===== src/rtl/awd_pkg.sv =====
// Package: shared window configuration type and register image helpers.
// Assumes 32-bit register data and 32-bit transaction addresses.
package awd_pkg;

    localparam int DATA_W   = 32;
    localparam int ATTR_W   = 8;
    localparam int SIZE_W   = 8;
    localparam int BASE_W   = 16;
    localparam int SLOT_LSB = 3;   // 8-byte slot stride

    typedef struct packed {
        logic              en;
        logic [ATTR_W-1:0] attr;
        logic [SIZE_W-1:0] size;
        logic [BASE_W-1:0] base;
    } win_cfg_t;

    // Build the read image of a control register.
    function automatic logic [DATA_W-1:0] ctrl_image(win_cfg_t c);
        return {8'h00, c.size, c.attr, 7'h00, c.en};
    endfunction

    // Build the read image of a base register.
    function automatic logic [DATA_W-1:0] base_image(win_cfg_t c);
        return {c.base, 16'h0000};
    endfunction

endpackage


===== src/rtl/awd_regfile.sv =====
// Module: window register bank with write decode and combinational read mux.
// Assumes byte addressing. Slot = addr[REG_AW-1:3], addr[2] selects base (1)
// or control (0), and addr[1:0] is ignored. Slots >= NUM_WIN do not exist.
module awd_regfile
    import awd_pkg::*;
#(
    parameter int NUM_WIN = 8,
    parameter int REG_AW  = 8
) (
    input  logic                        clk,
    input  logic                        rst_n,
    input  logic                        reg_wr,
    input  logic [REG_AW-1:0]           reg_addr,
    input  logic [DATA_W-1:0]           reg_wdata,
    output logic [DATA_W-1:0]           reg_rdata,
    output win_cfg_t [NUM_WIN-1:0]      cfg_o
);

    localparam int SLOT_W = REG_AW - SLOT_LSB;

    logic [SLOT_W-1:0] slot;
    logic              sel_base;
    logic [1:0]        unused_lsb;

    assign slot       = reg_addr[REG_AW-1:SLOT_LSB];
    assign sel_base   = reg_addr[2];
    assign unused_lsb = reg_addr[1:0];

    for (genvar w = 0; w < NUM_WIN; w++) begin : g_win
        logic hit_slot;
        assign hit_slot = reg_wr && (slot == SLOT_W'(w));

        // Store one window's fields on a write to its slot.
        always_ff @(posedge clk) begin
            if (!rst_n) begin
                cfg_o[w] <= '0;
            end else if (hit_slot) begin
                if (sel_base) begin
                    cfg_o[w].base <= reg_wdata[31:16];
                end else begin
                    cfg_o[w].en   <= reg_wdata[0];
                    cfg_o[w].attr <= reg_wdata[15:8];
                    cfg_o[w].size <= reg_wdata[23:16];
                end
            end
        end
    end

    // Return the addressed register image, or zero for an absent slot.
    always_comb begin
        reg_rdata = '0;
        for (int w = 0; w < NUM_WIN; w++) begin
            if (slot == SLOT_W'(w)) begin
                reg_rdata = sel_base ? base_image(cfg_o[w]) : ctrl_image(cfg_o[w]);
            end
        end
    end

endmodule


===== src/rtl/awd_match.sv =====
// Module: per-window masked compare of address bits 31:16 against each base.
// Assumes the size field marks the low-order don't-care bits of bits 23:16.
module awd_match
    import awd_pkg::*;
#(
    parameter int NUM_WIN = 8
) (
    input  logic [BASE_W-1:0]           addr_hi,
    input  win_cfg_t [NUM_WIN-1:0]      cfg_i,
    output logic [NUM_WIN-1:0]          hit_vec
);

    for (genvar w = 0; w < NUM_WIN; w++) begin : g_cmp
        logic [BASE_W-1:0] care;
        // Compare only the address bits the size mask does not cover.
        always_comb begin
            care       = ~{{(BASE_W-SIZE_W){1'b0}}, cfg_i[w].size};
            hit_vec[w] = cfg_i[w].en && (((addr_hi ^ cfg_i[w].base) & care) == '0);
        end
    end

endmodule


===== src/rtl/awd_select.sv =====
// Module: fixed-priority pick of the lowest-numbered matching window.
// Assumes hit_vec bit n belongs to window n.
module awd_select
    import awd_pkg::*;
#(
    parameter int NUM_WIN = 8
) (
    input  logic [NUM_WIN-1:0]          hit_vec,
    input  win_cfg_t [NUM_WIN-1:0]      cfg_i,
    output logic                        any_hit,
    output logic [ATTR_W-1:0]           attr
);

    // Scan from the highest window down so that the lowest one wins.
    always_comb begin
        any_hit = |hit_vec;
        attr    = '0;
        for (int w = NUM_WIN - 1; w >= 0; w--) begin
            if (hit_vec[w]) begin
                attr = cfg_i[w].attr;
            end
        end
    end

endmodule


===== src/rtl/addr_window_decoder.sv =====
// Module: top of the programmable address window decoder.
// Decodes combinationally from txn_addr and registers hit, error and attribute.
// Assumes software enables a window only after its other fields are written.
module addr_window_decoder
    import awd_pkg::*;
#(
    parameter int NUM_WIN = 8,
    parameter int REG_AW  = 8
) (
    input  logic                clk,
    input  logic                rst_n,
    input  logic                reg_wr,
    input  logic [REG_AW-1:0]   reg_addr,
    input  logic [31:0]         reg_wdata,
    output logic [31:0]         reg_rdata,
    input  logic                txn_valid,
    input  logic [31:0]         txn_addr,
    output logic                dec_hit,
    output logic                dec_err,
    output logic [7:0]          dec_attr
);

    win_cfg_t [NUM_WIN-1:0] cfg;
    logic [NUM_WIN-1:0]     hit_vec;
    logic                   any_hit;
    logic [ATTR_W-1:0]      sel_attr;
    logic [15:0]            unused_addr_lo;

    assign unused_addr_lo = txn_addr[15:0];

    awd_regfile #(.NUM_WIN(NUM_WIN), .REG_AW(REG_AW)) u_regs (
        .clk       (clk),
        .rst_n     (rst_n),
        .reg_wr    (reg_wr),
        .reg_addr  (reg_addr),
        .reg_wdata (reg_wdata),
        .reg_rdata (reg_rdata),
        .cfg_o     (cfg)
    );

    awd_match #(.NUM_WIN(NUM_WIN)) u_match (
        .addr_hi (txn_addr[31:16]),
        .cfg_i   (cfg),
        .hit_vec (hit_vec)
    );

    awd_select #(.NUM_WIN(NUM_WIN)) u_sel (
        .hit_vec (hit_vec),
        .cfg_i   (cfg),
        .any_hit (any_hit),
        .attr    (sel_attr)
    );

    // Register the decode result for one cycle of latency.
    always_ff @(posedge clk) begin
        if (!rst_n) begin
            dec_hit  <= 1'b0;
            dec_err  <= 1'b0;
            dec_attr <= '0;
        end else begin
            dec_hit  <= txn_valid && any_hit;
            dec_err  <= txn_valid && !any_hit;
            dec_attr <= (txn_valid && any_hit) ? sel_attr : '0;
        end
    end

endmodule


===== config.mk =====
export PLATFORM = sky130hd
export DESIGN_NAME = addr_window_decoder
export DESIGN_NICKNAME = d
export VERILOG_FILES = /design/src/rtl/awd_pkg.sv /design/src/rtl/awd_regfile.sv /design/src/rtl/awd_match.sv /design/src/rtl/awd_select.sv /design/src/rtl/addr_window_decoder.sv
export SDC_FILE = /design/constraint.sdc
export NUM_CORES = 1
export LEC_CHECK = 0
export ABC_CLOCK_PERIOD_IN_PS = 3200
export BUFFER_PORTS_ARGS = -buffer_cell sky130_fd_sc_hd__buf_2
export CAP_MARGIN = 20
export CELL_PAD_IN_SITES_DETAIL_PLACEMENT = 1
export CELL_PAD_IN_SITES_GLOBAL_PLACEMENT = 1
export CORE_ASPECT_RATIO = 0.8
export CORE_MARGIN = 2
export CORE_UTILIZATION = 47
export DETAILED_ROUTE_END_ITERATION = 10
export GPL_TIMING_DRIVEN = 0
export PLACE_DENSITY = 0.77
export SLEW_MARGIN = 15
export SYNTH_ARGS = -nofsm -noshare
export SYNTH_HDL_FRONTEND = slang
export SYNTH_HIERARCHICAL = 1
export SYNTH_SLANG_ARGS = --single-unit

===== constraint.sdc =====
create_clock -name clk -period 3.2 [get_ports clk]
set_input_delay 0.64 -clock clk [delete_from_list [all_inputs] [get_ports clk]]
set_output_delay 0.64 -clock clk [all_outputs]
set_load 0.01 [all_outputs]

Yosys cells after proc, flatten, opt, wreduce, memory -nomap -nowiden
Cells that the tools add are included.

operators by class
  equal/unequal tests = 7
  mux-type cells = 24
  bitwise gates (word level) = 25
  reduce and logical (&&, ||, !) cells = 46

operators by type and width
  operator                                              count
  2-to-1 mux 32 bit                                     16
  bitwise AND 16 bit                                    8
  zero test 16 bit                                      8
  NOT 8 -> 16 bit                                       8
  bitwise XOR 16 bit                                    8
  2-to-1 mux 8 bit                                      8
  AND reduction 2 bit                                   17
  equality test 5 x 3 -> 1 bit (second input constant)  4
  logical AND 1 bit                                     18
  equality test 5 x 2 -> 1 bit (second input constant)  2
  OR reduction 8 bit                                    1
  equality test 5 x 1 -> 1 bit (second input constant)  1
  zero test 5 bit                                       1
  zero test 1 bit                                       1
  NOT 1 bit                                             1

word-level totals
  flip-flop bits (word level) = 274
  bits of input ports = 76
  word-level logic and storage cells = 137

Depth between registers and ports, before layout
  depth after elaboration = 12
  depth in mapped cells = 11
  depth with buffers taken out = 9

By module
The synthesis kept the hierarchy.

modules (own cells, without submodules)
  module               times used  cells each  area each (um^2)
  awd_regfile          1           1354        12490.7
  awd_match            1           216         1716.6
  awd_select           1           78          514.2
  addr_window_decoder  1           20          286.5

Worst setup path before layout
No wires, ideal clock.

  kind = input to output
  start point = input reg_addr[6]
  end point = output reg_rdata[16]
  data arrival time = 2197 ps
  data required time = 2560 ps
  path slack = 363 ps
  cell stages on the path = 6
  cell sequence = buf_2 -> or3b_1 -> buf_6 -> nor3_1 -> a21oi_1 -> a311oi_1

on the way
  cells in the longest elaborated chain, start to end = 9
  elaborated cells between the ends (all ways) = 16

RTL lines
  item                             line                       source
  start, declared                  addr_window_decoder.sv:13  input logic [REG_AW-1:0] reg_addr,
  zero test 5 bit                  awd_regfile.sv:53          if (slot == SLOT_W'(w)) begin
  2-to-1 mux 32 bit (7 in series)  awd_regfile.sv:53
  2-to-1 mux 32 bit *              awd_regfile.sv:53
  end, declared                    addr_window_decoder.sv:15  output logic [31:0] reg_rdata,

Mark *: on every way between the ends. The rest lies on a longest branch, timed or not.

Worst setup path in the final report
  start point = input reg_addr[2]
  end point = output reg_rdata[19]

on the way
  cells in the longest elaborated chain, start to end = 9
  elaborated cells between the ends (all ways) = 16

RTL lines
  item                             line               source
  2-to-1 mux 32 bit                awd_regfile.sv:54  reg_rdata = sel_base ? base_image(cfg_o[w]) : ctrl_image(cfg_o[w]);
  2-to-1 mux 32 bit (7 in series)  awd_regfile.sv:53
  2-to-1 mux 32 bit *              awd_regfile.sv:53

Marks and branches as above.

==> out/metrics.yaml <==
run_status:
  outcome: "finished with violations"
  violations: "setup timing"
timing:
  worst_slew_pin_slew_ps: 1070
  layout_setup_ws_ps: -10.9
  finalCritPeriodShare_pct: 100
  period_needed_ps: 3210
  clock.fmax_mhz: 311
  maxSlewViolCount: 0
  setup-violations-final: 1
  clock_skew_ps: 21.4
  final-hold-violation-count: 0
  slew_headroom_pct: 29.0
cells_and_area:
  syn_to_final_growth_pct: 14.5
  layout.nets: 1830
  layout.cells.most_common_list: "sky130_fd_sc_hd__nand2_1, sky130_fd_sc_hd__dfxtp_1, sky130_fd_sc_hd__a21boi_0"
  layout.cells.most_common: "sky130_fd_sc_hd__nand2_1"
  antenna-diode-count: 0
  drive_gt1_share_pct: 16.5
  stdcell_area_um2: 17200
  post_layout_nonfiller_instances: 2198
synth:
  avgSynthCellArea_um2: 9.00
  yosys_register_bits: 274
  yosys.cell_types.count: 57
  ys_async_sr_fraction_pct: 0
  synth-edff-count: 0
  yosys_warnings: 6
  synth_top_cell_area_share_pct: 36.5
  yosys.area.top_type: "sky130_fd_sc_hd__dfxtp_1"
  post_synth_instance_area_um2: 15000
  ys_dominant_reg_cell: "sky130_fd_sc_hd__dfxtp_1"
  postSynthCellCount: 1668
  yosysSeqAreaShare_pct: 36.5
  synth.top_cells.by_area: "sky130_fd_sc_hd__dfxtp_1, sky130_fd_sc_hd__mux2i_1, sky130_fd_sc_hd__nand2_1"
critical_path:
  critical_path.most_common_cell: "sky130_fd_sc_hd__buf_2"
  crit_chain: "buf_2, buf_6, buf_8, buf_12, mux2i_1, o2bb2ai_2, nand2_1, a311oi_4, buf_2"
  worst_ep_arrival_time_ps: 2570
  slowest_stage: "sky130_fd_sc_hd__a311oi_4"
  worstSetupEndpointType: "output port"
  critical_path_class: "input port to output port"
  crit_required_ps: 2560
  slowest_delay_ps: 430
  timing.critical_path.fanout_max: 10
  startpoint_types: "input port"
grt:
  globalRoute.totalOverflow: 0
  grt_first_pass_wirelength_um: 84700
  grt_max_degree: 15
  grt_pass1_vias: 13500
  grtUsageTotal_pct: 34.2
  grt_antenna_before_repair: 0
clock_tree:
  numCtsBuffers: 30
  tritoncts_clock_tree: "yes"
  numClockSinks: 274
  cts_root_buffer: "sky130_fd_sc_hd__clkbuf_16"
  clock_tree.htree_level_count: 1
  clk_pin_slew_worst_paths_ps: 70
  cts.hold.buffers_added: 0
  worst_skew_pair.late_latency_ps: 580
  cts-root-to-sink-buffers: 3
routing:
  postRouteAntennaNets: 0
  route.detailed.drc: 0
  drt_pass1_iterations: 5
  dr.first_iter.drc_count: 1400
  detailroute.wirelength.met2_um: 24500
  routed-via-count: 13400
  top_layer: "met4"
  met1_wl_um: 25700
  via_per_inst: 6.09
  wl_met3_um: 5610
  routed_wl_um: 57400
  detail_route.wl_per_cell_um: 26.1
placement:
  placement.cell_area_um2: 15800
  routabilityCongestion: 0.973
  port_buffers: 49
  placed_cells_incl_taps: 2143
  dpl_worst_slack_ps: -646
  hpwl_um: 43000
floorplan:
  placeableCoreArea_um2: 31400
  row_count: 58
  floorplan.initialDensity_pct: 47.8
  die_extent_in_y_um: 164
  die_w_um: 204
  ios: 118
  design.die.area_um2: 33400
power_and_ir_drop:
  power.ir.vdd_worst_v: 0.000388
  fin_total_pwr_w: 0.00820
  power_density_over_the_cells_nw_per_um2: 477
  total_leakage_power_nw: 5.92
flow_run:
  max_cap_viol_count: 0
worst_hold_path:
  worst_hold_path_type: "input port to flip-flop"
[cell usage after synthesis (9+ instances only)]
master	number
sky130_fd_sc_hd__a21boi_0	165
sky130_fd_sc_hd__a21oi_1	20
sky130_fd_sc_hd__a221o_1	13
sky130_fd_sc_hd__and4_1	9
sky130_fd_sc_hd__buf_2	55
sky130_fd_sc_hd__buf_4	15
sky130_fd_sc_hd__buf_6	11
sky130_fd_sc_hd__clkbuf_1	67
sky130_fd_sc_hd__dfxtp_1	274
sky130_fd_sc_hd__inv_1	12
sky130_fd_sc_hd__mux2_2	22
sky130_fd_sc_hd__mux2i_1	136
sky130_fd_sc_hd__mux4_2	35
sky130_fd_sc_hd__nand2_1	332
sky130_fd_sc_hd__nand2b_1	15
sky130_fd_sc_hd__nand3_1	32
sky130_fd_sc_hd__nor2_1	37
sky130_fd_sc_hd__nor2b_1	102
sky130_fd_sc_hd__nor3_2	13
sky130_fd_sc_hd__nor4_1	9
sky130_fd_sc_hd__o21ai_0	15
sky130_fd_sc_hd__o221ai_1	10
sky130_fd_sc_hd__o22ai_1	33
sky130_fd_sc_hd__xnor2_1	96
sky130_fd_sc_hd__xor2_1	32
[sequential cells by signal, indices dropped and copies added, names as in the netlist]
register      cells
dec_err           1
u_regs/cfg_o    264
dec_attr          8
dec_hit           1
[where the power goes]
group	internal (W)	switching (W)	total, W
sequential	0.00342	0.0000138	0.00344
clock	0.00254	0.00153	0.00406
combinational	0.000245	0.000453	0.000698
[critical path, delay by kind of cell]
kind            cells  cell delay [ps]
buf+inv             5              990
compound gates      2              640
simple gates        1              170
mux                 1              120
[kinds of logic (layout without fill, tap and decap cells)]
logic type | count (synthesis) | count (layout) | share of synthesized area, %
AO/OA/AOI/OAI | 309 | 309 | 15.0
XOR/XNOR | 128 | 128 | 7.47
buffers and inverters | 170 | 274 | 5.69
flip-flops | 274 | 274 | 36.5
multiplexers | 193 | 193 | 16.0
other | 1 | 7 | 0.0250
AND/OR/NAND/NOR | 593 | 593 | 19.3
[metrics by stage]
step	setup TNS (ps)	hold WS, ps	utilization, %
final	-10.9	395	54.7
after global routing	-8.20	408	54.7
after CTS	0	384	54.5
after detailed placement	-13970	473	50.3
after global placement	-12910	463	50.3
after floorplan	0	445	-
[layer usage]
metal	GRT usage [%]	vias up
met1	48.1	6775
met4	9.49	0
met2	51.7	572
li1	-	5930
met3	8.73	106
met5	0	-
[repair_timing]
| item | CTS | global route |
|---|---|---|
| hold endpoints to repair | 0 | 0 |
| gates resized for setup | 40 | 15 |
| gates cloned | 0 | 0 |
| setup buffers | 0 | 0 |
| pin swaps | 4 | 1 |
| endpoints found under the setup margin | 25 | 14 |
[final timing paths]
check	startpoint	end	slack, ps	cells past startpoint
worst max-delay path	reg_addr[2]	reg_rdata[19]	-10	9
worst min-delay path	txn_valid	dec_attr[0]	390	2
worst max register to register	u_regs/cfg_o[236]	dec_attr[0]	170	9
worst min register to register	u_regs/cfg_o[94]	u_regs/cfg_o[94]	480	2
[layout make-up]
type / instances / area [µm²]
Sequential cell: 274 / 5490
Timing Repair Buffer: 49 / 245
Inverter: 12 / 45.0
Buffer: 157 / 891
Fill cell: 3636 / 14200
Clock inverter: 13 / 253
Clock buffer: 43 / 911
Multi-Input combinational cell: 1230 / 8820
Tap cell: 420 / 526
No activity file was read; power rests on OpenSTA's default activity.
